### src/rtl/seg_addr_pkg.sv
package seg_addr_pkg;

    localparam int SEG_COUNT  = 16;
    localparam int SID_W      = 12;
    localparam int EA_W       = 32;
    localparam int PAGE_OFF_W = 12;

    localparam int IDX_W      = $clog2(SEG_COUNT);
    localparam int SEG_OFF_W  = EA_W - IDX_W;
    localparam int VA_W       = SID_W + SEG_OFF_W;
    localparam int VPN_W      = VA_W - PAGE_OFF_W;

    typedef logic [IDX_W-1:0]      seg_idx_t;
    typedef logic [SID_W-1:0]      sid_t;
    typedef logic [EA_W-1:0]       eaddr_t;
    typedef logic [SEG_OFF_W-1:0]  seg_off_t;
    typedef logic [VA_W-1:0]       vaddr_t;
    typedef logic [VPN_W-1:0]      vpn_t;
    typedef logic [PAGE_OFF_W-1:0] page_off_t;

    typedef struct packed {
        logic loaded;
        sid_t sid;
    } seg_entry_t;

    typedef struct packed {
        vaddr_t    va;
        vpn_t      vpn;
        page_off_t off;
        logic      fault;
    } xlate_t;

    function automatic seg_idx_t ea_index(input eaddr_t ea);
        return ea[EA_W-1 -: IDX_W];
    endfunction

    function automatic seg_off_t ea_seg_off(input eaddr_t ea);
        return ea[SEG_OFF_W-1:0];
    endfunction

    function automatic vaddr_t join_va(input sid_t sid, input seg_off_t off);
        return {sid, off};
    endfunction

    function automatic vpn_t va_page(input vaddr_t va);
        return va[VA_W-1 -: VPN_W];
    endfunction

    function automatic page_off_t va_offset(input vaddr_t va);
        return va[PAGE_OFF_W-1:0];
    endfunction

endpackage

### src/rtl/seg_id_file.sv
module seg_id_file
    import seg_addr_pkg::*;
(
    input  logic       clk,
    input  logic       rst,
    input  logic       wr_en_i,
    input  seg_idx_t   wr_idx_i,
    input  sid_t       wr_sid_i,
    input  seg_idx_t   rd_idx_i,
    output seg_entry_t rd_entry_o
);

    seg_entry_t entries_q [SEG_COUNT];

    generate
        for (genvar g = 0; g < SEG_COUNT; g++) begin : g_entry
            always_ff @(posedge clk) begin
                if (rst) begin
                    entries_q[g] <= '0;
                end else if (wr_en_i && (wr_idx_i == seg_idx_t'(g))) begin
                    entries_q[g] <= '{loaded: 1'b1, sid: wr_sid_i};
                end
            end
        end
    endgenerate

    // Same-edge write to the looked-up entry is forwarded to the reader.
    always_comb begin
        if (wr_en_i && (wr_idx_i == rd_idx_i)) begin
            rd_entry_o = '{loaded: 1'b1, sid: wr_sid_i};
        end else begin
            rd_entry_o = entries_q[rd_idx_i];
        end
    end

    logic     wr_en_d;
    seg_idx_t wr_idx_d;
    sid_t     wr_sid_d;
    always_ff @(posedge clk) begin
        wr_en_d  <= wr_en_i && !rst;
        wr_idx_d <= wr_idx_i;
        wr_sid_d <= wr_sid_i;
    end

    assert_write_lands_R2: assert property (@(posedge clk) disable iff (rst)
        wr_en_d |-> (entries_q[wr_idx_d].loaded && entries_q[wr_idx_d].sid == wr_sid_d))
        else $error("write did not land in entry");

endmodule

### src/rtl/seg_addr_compose.sv
module seg_addr_compose
    import seg_addr_pkg::*;
(
    input  eaddr_t     ea_i,
    input  seg_entry_t entry_i,
    output xlate_t     xl_o
);

    vaddr_t va;

    always_comb begin
        va        = join_va(entry_i.sid, ea_seg_off(ea_i));
        xl_o.va   = va;
        xl_o.vpn  = va_page(va);
        xl_o.off  = va_offset(va);
        xl_o.fault = !entry_i.loaded;
    end

endmodule

### src/rtl/seg_resp_stage.sv
module seg_resp_stage
    import seg_addr_pkg::*;
(
    input  logic   clk,
    input  logic   rst,
    input  logic   req_i,
    input  xlate_t xl_i,
    output logic   rsp_valid_o,
    output xlate_t xl_o
);

    always_ff @(posedge clk) begin
        if (rst) begin
            rsp_valid_o <= 1'b0;
            xl_o        <= '0;
        end else begin
            rsp_valid_o <= req_i;
            if (req_i) begin
                xl_o <= xl_i;
            end
        end
    end

    assert_rsp_follows_req_R8: assert property (@(posedge clk) disable iff (rst)
        req_i |=> rsp_valid_o)
        else $error("missing response after request");

    assert_no_rsp_when_idle_R8: assert property (@(posedge clk) disable iff (rst)
        !req_i |=> !rsp_valid_o)
        else $error("response without request");

    assert_hold_when_idle_R9: assert property (@(posedge clk) disable iff (rst)
        !req_i |=> $stable(xl_o))
        else $error("outputs changed without request");

endmodule

### src/rtl/seg_addr_extender.sv
module seg_addr_extender
    import seg_addr_pkg::*;
(
    input  logic                  clk,
    input  logic                  rst,
    input  logic                  wr_en,
    input  logic [IDX_W-1:0]      wr_idx,
    input  logic [SID_W-1:0]      wr_sid,
    input  logic                  lookup_req,
    input  logic [EA_W-1:0]       eaddr,
    output logic                  rsp_valid,
    output logic [VA_W-1:0]       vaddr,
    output logic [VPN_W-1:0]      vpn,
    output logic [PAGE_OFF_W-1:0] page_off,
    output logic                  seg_fault
);

    seg_entry_t sel_entry;
    xlate_t     xl_comb;
    xlate_t     xl_q;

    seg_id_file u_file (
        .clk        (clk),
        .rst        (rst),
        .wr_en_i    (wr_en),
        .wr_idx_i   (wr_idx),
        .wr_sid_i   (wr_sid),
        .rd_idx_i   (ea_index(eaddr)),
        .rd_entry_o (sel_entry)
    );

    seg_addr_compose u_compose (
        .ea_i    (eaddr),
        .entry_i (sel_entry),
        .xl_o    (xl_comb)
    );

    seg_resp_stage u_resp (
        .clk         (clk),
        .rst         (rst),
        .req_i       (lookup_req),
        .xl_i        (xl_comb),
        .rsp_valid_o (rsp_valid),
        .xl_o        (xl_q)
    );

    assign vaddr     = xl_q.va;
    assign vpn       = xl_q.vpn;
    assign page_off  = xl_q.off;
    assign seg_fault = xl_q.fault;

    assert_reset_idle_R1: assert property (@(posedge clk)
        rst |=> (!rsp_valid && !seg_fault && vaddr == '0))
        else $error("outputs not cleared by reset");

    assert_low_bits_pass_R3: assert property (@(posedge clk) disable iff (rst)
        lookup_req |=> (vaddr[SEG_OFF_W-1:0] == $past(eaddr[SEG_OFF_W-1:0])))
        else $error("segment offset bits not carried through");

    assert_offset_split_R4: assert property (@(posedge clk) disable iff (rst)
        lookup_req |=> (page_off == $past(eaddr[PAGE_OFF_W-1:0])))
        else $error("page offset does not match address");

endmodule

### config.mk
export PLATFORM = sky130hd
export DESIGN_NAME = seg_addr_extender
export DESIGN_NICKNAME = d
export VERILOG_FILES = /design/src/rtl/seg_addr_pkg.sv /design/src/rtl/seg_id_file.sv /design/src/rtl/seg_addr_compose.sv /design/src/rtl/seg_resp_stage.sv /design/src/rtl/seg_addr_extender.sv
export SDC_FILE = /design/constraint.sdc
export NUM_CORES = 1
export LEC_CHECK = 0
export CAP_MARGIN = 30
export CELL_PAD_IN_SITES_DETAIL_PLACEMENT = 1
export CELL_PAD_IN_SITES_GLOBAL_PLACEMENT = 1
export CORE_ASPECT_RATIO = 0.6
export CORE_UTILIZATION = 34
export CTS_CLUSTER_SIZE = 8
export DETAILED_ROUTE_END_ITERATION = 10
export GPL_TIMING_DRIVEN = 0
export PLACE_DENSITY = 0.68
export SYNTH_ARGS = -nofsm -noshare
export SYNTH_HDL_FRONTEND = slang
export SYNTH_HIERARCHICAL = 1
export SYNTH_SLANG_ARGS = --single-unit
export TNS_END_PERCENT = 30
### constraint.sdc
create_clock -name clk -period 2.7 [get_ports clk]
set_clock_uncertainty 0.2 [all_clocks]
set_input_delay 0.675 -clock clk [delete_from_list [all_inputs] [get_ports clk]]
set_output_delay 0.675 -clock clk [all_outputs]
set_load 0.02 [all_outputs]
==> run_results.csv, run 1 <==
group,metric,value,unit
sta,final_layout_setup_total_negative_slack,0,ps
sta,total_setup_violations_reported_at_the_end_of_the_flow,0,
clock_network,worst_setup_hold_path_clk_slew,50,ps
global_route,globalRouteOverflowTotal,0,
floorplan,start_util,34.89,%
sta,clock_period_minus_worst_slack,2684,ps
critical_path,worstPathRequired,2870,ps
critical_path,critical_path_class,"primary input to register",
run_status,outcome,"finished, final reports clean",
drt,num_vias,8098,
sta,final.period_utilization,99.41,%
layout,num-fill-cells,3887,
placed_design,detailedPlacementHpwl,27630,um
critical_path,worstPathArrival,2850,ps
placed_design,placer_s_final_routability_congestion_estimate,0.7814,
placed_design,number_of_instances_in_the_placed_design,1568,
layout,final_nets,1152,
layout,finish.cell_count_without_fillers,1626,
min_path,timing.hold.worst.class,"primary input to register",
drt,routed.top_layer,"met4",
sta,max_slew.worst_pin.slew,1027,ps
layout,syn_to_final_growth,22.08,%
sta,max_clock_freq,372.6,MHz
drt,detail_route.vias_per_cell,4.980,
yosys,synth.lib_cells_used.distinct,32,
layout,drive_gt1_share,22.30,%
global_route,antenna_found_initial,0,
floorplan,core-area,0.03806,mm^2
yosys,ys.warnings.count,6,
clock_network,clock_tree_from_tritoncts,"done",
layout,ff_latch_area,0.007878,mm^2
clock_network,cts_hold_buffers,0,
placed_design,detailed_place.area,0.01499,mm^2
drt,drt-total-wl,37700,um
critical_path,setup.worst_path.end_class,"register",
yosys,synth_seq_area_share,59.33,%
drt,met3_length,2388,um
clock_network,cts.path.max_buffers,3,
drt,drcViolationCount,0,
drt,ant_nets,0,
yosys,synthesis.nets,1005,
critical_path,reg2reg_slack,480,ps
yosys,syn_avg_cell_area,13.93,um^2
yosys,post_synth_arst_share,0,%
critical_path,critical_path.max_fanout,10,
layout,layout_commonest_cell,"sky130_fd_sc_hd__edfxtp_1",
pwr,vdd.ir_drop.worst,365.9,uV
drt,dr_wl_met2,15930,um
layout,design_area,0.01621,mm^2
clock_network,tritoncts_num_sinks,290,
sta,timing.final.hold_violations,0,
yosys,synth.ff_latch_count,290,
yosys,area_of_the_mapped_netlist,0.01328,mm^2
floorplan,floorplan.die_area,0.03987,mm^2
floorplan,top_level_port_count,134,
run,cap_viol_max_count,0,
drt,post_drt_wl_per_cell,23.18,um
clock_network,tritoncts.num_buffers,42,
layout,layout.cells.most_common_list,"207 x sky130_fd_sc_hd__edfxtp_1, 192 x sky130_fd_sc_hd__and2_1, 117 x sky130_fd_sc_hd__mux2i_1",
clock_network,clock-root-buffer,"sky130_fd_sc_hd__clkbuf_16",
floorplan,num_rows,55,
global_route,grt_first_pass_wirelength,56460,um
drt,number_of_drc_markers_in_iteration_0,671,
critical_path,start_kind,"primary input",
drt,detail_route.wirelength.met1,18910,um
sta,slew_violations,0,
drt,detail_route.first_pass.iterations,5,
floorplan,chipHeight,155.1,um
clock_network,htree_levels,2,
placed_design,io_buffer_count,100,
yosys,count_of_flip_flops_with_a_built_in_enable_after_synthesis,207,
floorplan,die_width,257.1,um
pwr,leakagePower,6.202,nW
global_route,groute.usage.overall,19.22,%
yosys,postSynthCellCount,953,
global_route,vias_in_the_first_global_route,8612,
pwr,powerDensity,694.3,mW/mm^2
sta,grt_setup_unrepaired,"yes",
sta,max_slew_margin,31.50,%
yosys,dominantRegCellSynth,"sky130_fd_sc_hd__edfxtp_1",
global_route,grt_start_max_net_pins,14,
clock_network,insertion_delay,550,ps
layout,multi_input_area,0.004415,mm^2
[through the flow]
stage	hold WS [ps]	utilization, %	worst slack, ps	power (W)
after detailed placement	282.8	39.38	-997.3	0.006578
after global placement	273.6	39.21	-1323	0.006530
after floorplan	220.8	-	1.725	0.006043
after CTS	162.4	42.45	8.316	0.01136
after global routing	171.0	42.58	-59.34	0.01165
final	180.5	42.59	15.85	0.01125
[cell families after synthesis]
family          share of synthesized area, %
compound gates                        0.8953
simple gates                           12.70
flops                                  59.33
xor+xnor                              0.2639
buf+inv                                7.944
mux                                    18.86
[synthesized netlist by cell type (2+ instances only)]
master,n,area share (%)
sky130_fd_sc_hd__inv_1,4,0.11
sky130_fd_sc_hd__or2_2,3,0.14
sky130_fd_sc_hd__clkbuf_1,47,1.3
sky130_fd_sc_hd__nand2b_1,3,0.14
sky130_fd_sc_hd__nor3_1,3,0.11
sky130_fd_sc_hd__edfxtp_1,207,47
sky130_fd_sc_hd__xor2_1,3,0.20
sky130_fd_sc_hd__dfxtp_1,83,13
sky130_fd_sc_hd__a21o_1,3,0.17
sky130_fd_sc_hd__buf_4,80,4.5
sky130_fd_sc_hd__nor2_1,96,2.7
sky130_fd_sc_hd__buf_1,3,0.085
sky130_fd_sc_hd__mux4_2,52,8.8
sky130_fd_sc_hd__nand3_1,2,0.075
sky130_fd_sc_hd__buf_2,7,0.26
sky130_fd_sc_hd__mux2i_1,117,8.8
sky130_fd_sc_hd__nand3b_1,3,0.17
sky130_fd_sc_hd__mux2_2,12,1.0
sky130_fd_sc_hd__nand2_1,2,0.057
sky130_fd_sc_hd__and2_1,192,9.0
sky130_fd_sc_hd__o21bai_1,11,0.62
sky130_fd_sc_hd__buf_12,10,1.5
[timing repair]
item,CTS,global route
gates resized for setup,13,20
pin swaps,0,0
hold endpoints to repair,0,0
endpoints found under the setup margin,63,132
buffers inserted,0,0
[final timing paths]
| path | startpoint | to | cells past startpoint |
|---|---|---|---|
| hold reg to reg | u_resp/xl_o[27]$_SDFFE_PP0P_ | u_resp/xl_o[27]$_SDFFE_PP0P_ | 2 |
| hold / removal | eaddr[17] | u_resp/xl_o[18]$_SDFFE_PP0P_ | 3 |
| setup reg to reg | u_file/entries_q[8][8]$_DFFE_PP_ | u_resp/xl_o[37]$_SDFFE_PP0P_ | 7 |
| setup / recovery | wr_idx[2] | u_resp/xl_o[37]$_SDFFE_PP0P_ | 8 |
[flip-flops by register name, indices dropped and copies added, names as in the netlist]
| signal | cells |
|---|---|
| u_resp/xl_o | 81 |
| u_resp/rsp_valid_o | 1 |
| u_file/entries_q | 208 |
[critical path, stage by stage]
cell,delay (ps)
sky130_fd_sc_hd__clkdlybuf4s50_1,530
sky130_fd_sc_hd__xor2_1,240
sky130_fd_sc_hd__nor4_4,420
sky130_fd_sc_hd__buf_6,240
sky130_fd_sc_hd__mux2_2,390
sky130_fd_sc_hd__buf_4,140
sky130_fd_sc_hd__mux2i_1,140
sky130_fd_sc_hd__nor2_1,60
[where the power goes]
part,total [W],leakage (nW),internal [W],switching [W]
Clock,0.00476,0.552,0.00285,0.00191
Combinational,0.00133,2.98,0.000650,0.000680
Sequential,0.00517,2.67,0.00505,0.000113
[per-layer routing]
metal / track usage [%] / vias to the layer above
met5: 0 / -
met4: 3.827 / 0
met3: 3.584 / 36
met2: 27.51 / 247
met1: 29.98 / 4241
li1: - / 3574
[final cells by class]
class / count / share of cell area [%]
repair buffers: 103 / 6.423
plain buffers: 149 / 6.662
clock buffers: 54 / 6.894
clock inverters: 2 / 0.1081
inverters: 4 / 0.09264
flip-flops and latches: 290 / 48.60
multi-input cells: 510 / 27.24
diodes: 1 / 0.01544
well taps: 513 / 3.960
Power figures use the tool's default switching activity.
==> run 2: changes to the inputs <==
Settings changed: CAP_MARGIN 30 to 20, SKIP_LAST_GASP set to 1.
==> run 2 against run 1 <==
Against the previous run: the flow now finishes with violations (setup timing); critical path type unchanged; largest cell class unchanged; highest routed layer unchanged; cell area up 0.11%; worst setup slack worse by 75 ps; routed wire length down 0.81%.
==> run_results.csv, run 2 (synthesized netlist as in run 1, its figures left out) <==
group,metric,value,unit
drt,drt-total-wl,37390,um
floorplan,core-area,0.03806,mm^2
drt,post_drt_wl_per_cell,22.88,um
sta,worst_slack,-59.56,ps
critical_path,critical_path_class,"primary input to register",
layout,final_nets,1150,
clock_network,tritoncts_num_sinks,290,
sta,max_slew.worst_pin.slew,1066,ps
sta,slew_violations,0,
clock_network,clock-root-buffer,"sky130_fd_sc_hd__clkbuf_16",
critical_path,timing.rr.end,"u_resp/xl_o[37]$_SDFFE_PP0P_",
sta,final.period_utilization,102.2,%
run_status,violations,"setup timing",
global_route,vias_in_the_first_global_route,8455,
floorplan,top_level_port_count,134,
critical_path,rr_worst_depth,7,
layout,num-fill-cells,3929,
pwr,powerDensity,702.8,mW/mm^2
clock_network,cts_hold_buffers,0,
min_path,hold_path_depth,3,
sta,timing.final.hold_violations,0,
run,cap_viol_max_count,0,
layout,regMostFlops,"u_file/entries_q",
placed_design,placer_s_final_routability_congestion_estimate,0.7814,
layout,registers_with_the_highest_flip_flop_counts,"u_file/entries_q (208), u_resp/xl_o (81), u_resp/rsp_valid_o (1)",
critical_path,critical_path.max_fanout,12,
drt,number_of_drc_markers_in_iteration_0,560,
placed_design,placement.setup.worst_slack,-1004,ps
critical_path,start_kind,"primary input",
pwr,finalPower,0.01140,W
global_route,globalRouteOverflowTotal,0,
clock_network,insertion_delay,540,ps
clock_network,htree_levels,2,
sta,max_clock_freq,362.4,MHz
pwr,vdd.ir_drop.worst,433.5,uV
critical_path,setup.worst_path.end_class,"register",
run_status,outcome,"finished, violations left",
global_route,antenna_found_initial,0,
min_path,timing.hold.worst.class,"primary input to register",
global_route,groute.usage.overall,19.06,%
sta,total_setup_violations_reported_at_the_end_of_the_flow,13,
drt,detail_route.first_pass.iterations,5,
global_route,grt_start_max_net_pins,14,
critical_path,worstPathArrival,2710,ps
min_path,holdCritStartpoint,"eaddr[27]",
placed_design,io_buffer_count,100,
clock_network,clock_tree_from_tritoncts,"done",
global_route,grt_first_pass_wirelength,55700,um
critical_path,crit_start,"wr_idx[1]",
drt,detail_route.vias_per_cell,4.882,
clock_network,cts.path.max_buffers,3,
layout,layout_commonest_cell,"sky130_fd_sc_hd__edfxtp_1",
critical_path,reg2reg_slack,500,ps
sta,clock_period_minus_worst_slack,2760,ps
drt,drcViolationCount,0,
floorplan,floorplan.die_area,0.03987,mm^2
sta,grt_setup_unrepaired,"yes",
clock_network,worst_setup_hold_path_clk_slew,50,ps
layout,drive_gt1_share,21.43,%
layout,syn_to_final_growth,22.21,%
drt,num_vias,7978,
critical_path,worstPathRequired,2650,ps
critical_path,regToRegStartpoint,"u_file/entries_q[8][8]$_DFFE_PP_",
sta,max_slew_margin,28.85,%
layout,largest_register_ffs,208,
floorplan,num_rows,55,
sta,final_layout_setup_total_negative_slack,-658.4,ps
clock_network,tritoncts.num_buffers,42,
sta,hold-worst-slack,180.3,ps
layout,layout.cells.most_common_list,"207 x sky130_fd_sc_hd__edfxtp_1, 192 x sky130_fd_sc_hd__and2_1, 117 x sky130_fd_sc_hd__mux2i_1",
floorplan,start_util,34.89,%
floorplan,chipHeight,155.1,um
pwr,leakagePower,6.204,nW
drt,ant_nets,0,
placed_design,detailedPlacementHpwl,27590,um
floorplan,die_width,257.1,um
min_path,timing.hold.worst_endpoint,"u_resp/xl_o[28]$_SDFFE_PP0P_",
-- run 2: cell count changes in the layout (fill, tap and decap cells not counted), moves of 2 or more --
cell / change
sky130_fd_sc_hd__clkbuf_16: +2
sky130_fd_sc_hd__clkbuf_1: +11
sky130_fd_sc_hd__nor2_2: -3
sky130_fd_sc_hd__nor2_1: +3
sky130_fd_sc_hd__buf_8: -2
sky130_fd_sc_hd__buf_2: +3
sky130_fd_sc_hd__clkbuf_4: -4
-- run 2: routing by layer --
metal / vias to the layer above / wire length [um] / GRT usage, %
met3: 41 / 1956 / 3.421
met5: - / 0 / 0
li1: 3585 / - / -
met1: 4140 / 19240 / 29.84
met2: 212 / 15790 / 27.15
met4: 0 / 414 / 3.997
-- run 2: worst max-delay path by stage --
stage / endpoint / slack, ps / cells after the start
6_report: u_file/entries_q[8][7]$_DFFE_PP_ / -60 / 5
5_1_grt: u_file/entries_q[11][5]$_SDFFCE_PN0P_ / -140 / 5
4_1_cts: u_file/entries_q[14][3]$_SDFFCE_PN0P_ / -70 / 6
3_5_place_dp: u_resp/xl_o[38]$_SDFFE_PP0P_ / -1000 / 9
3_3_place_gp: u_resp/xl_o[37]$_SDFFE_PP0P_ / -1320 / 8
2_1_floorplan: u_resp/xl_o[29]$_SDFFE_PP0P_ / 2 / 9
-- run 2: timing repair --
item,CTS,global route
setup buffers,0,0
resized for setup,11,9
pin swaps,0,0
setup endpoints to repair,56,134
-- run 2: worst max-delay path, stage by stage --
cell	delay (ps)
sky130_fd_sc_hd__clkdlybuf4s50_1	520
sky130_fd_sc_hd__or2_2	330
sky130_fd_sc_hd__clkbuf_1	200
sky130_fd_sc_hd__or2_2	360
sky130_fd_sc_hd__nand2b_1	600
-- run 2: layout make-up --
type                    instances  area [um^2]  area share, %
plain buffers                 149         1071          6.601
multi-input cells             510         4399          27.11
flip-flops and latches        290         7878          48.55
well taps                     513        641.9          3.956
repair buffers                101         1008          6.215
clock inverters                 1        8.758        0.05398
clock buffers                  65         1201          7.403
diodes                          1        2.502        0.01542
inverters                       4        15.01        0.09254
-- run 2: through the flow --
step | utilization (%) | instances | area, um^2
2_1_floorplan | - | 953 | 13280
3_3_place_gp | 39.21 | 1566 | 14920
3_5_place_dp | 39.34 | 1567 | 14970
4_1_cts | 42.60 | 1633 | 16210
5_1_grt | 42.63 | 1633 | 16220
6_report | 42.64 | 1634 | 16230
-- run 2: report_power, final --
group          switching (W)  internal [W]  leakage [nW]
clock network        0.00190       0.00302         0.582
registers           0.000112       0.00505          2.67
logic               0.000675      0.000645          2.95
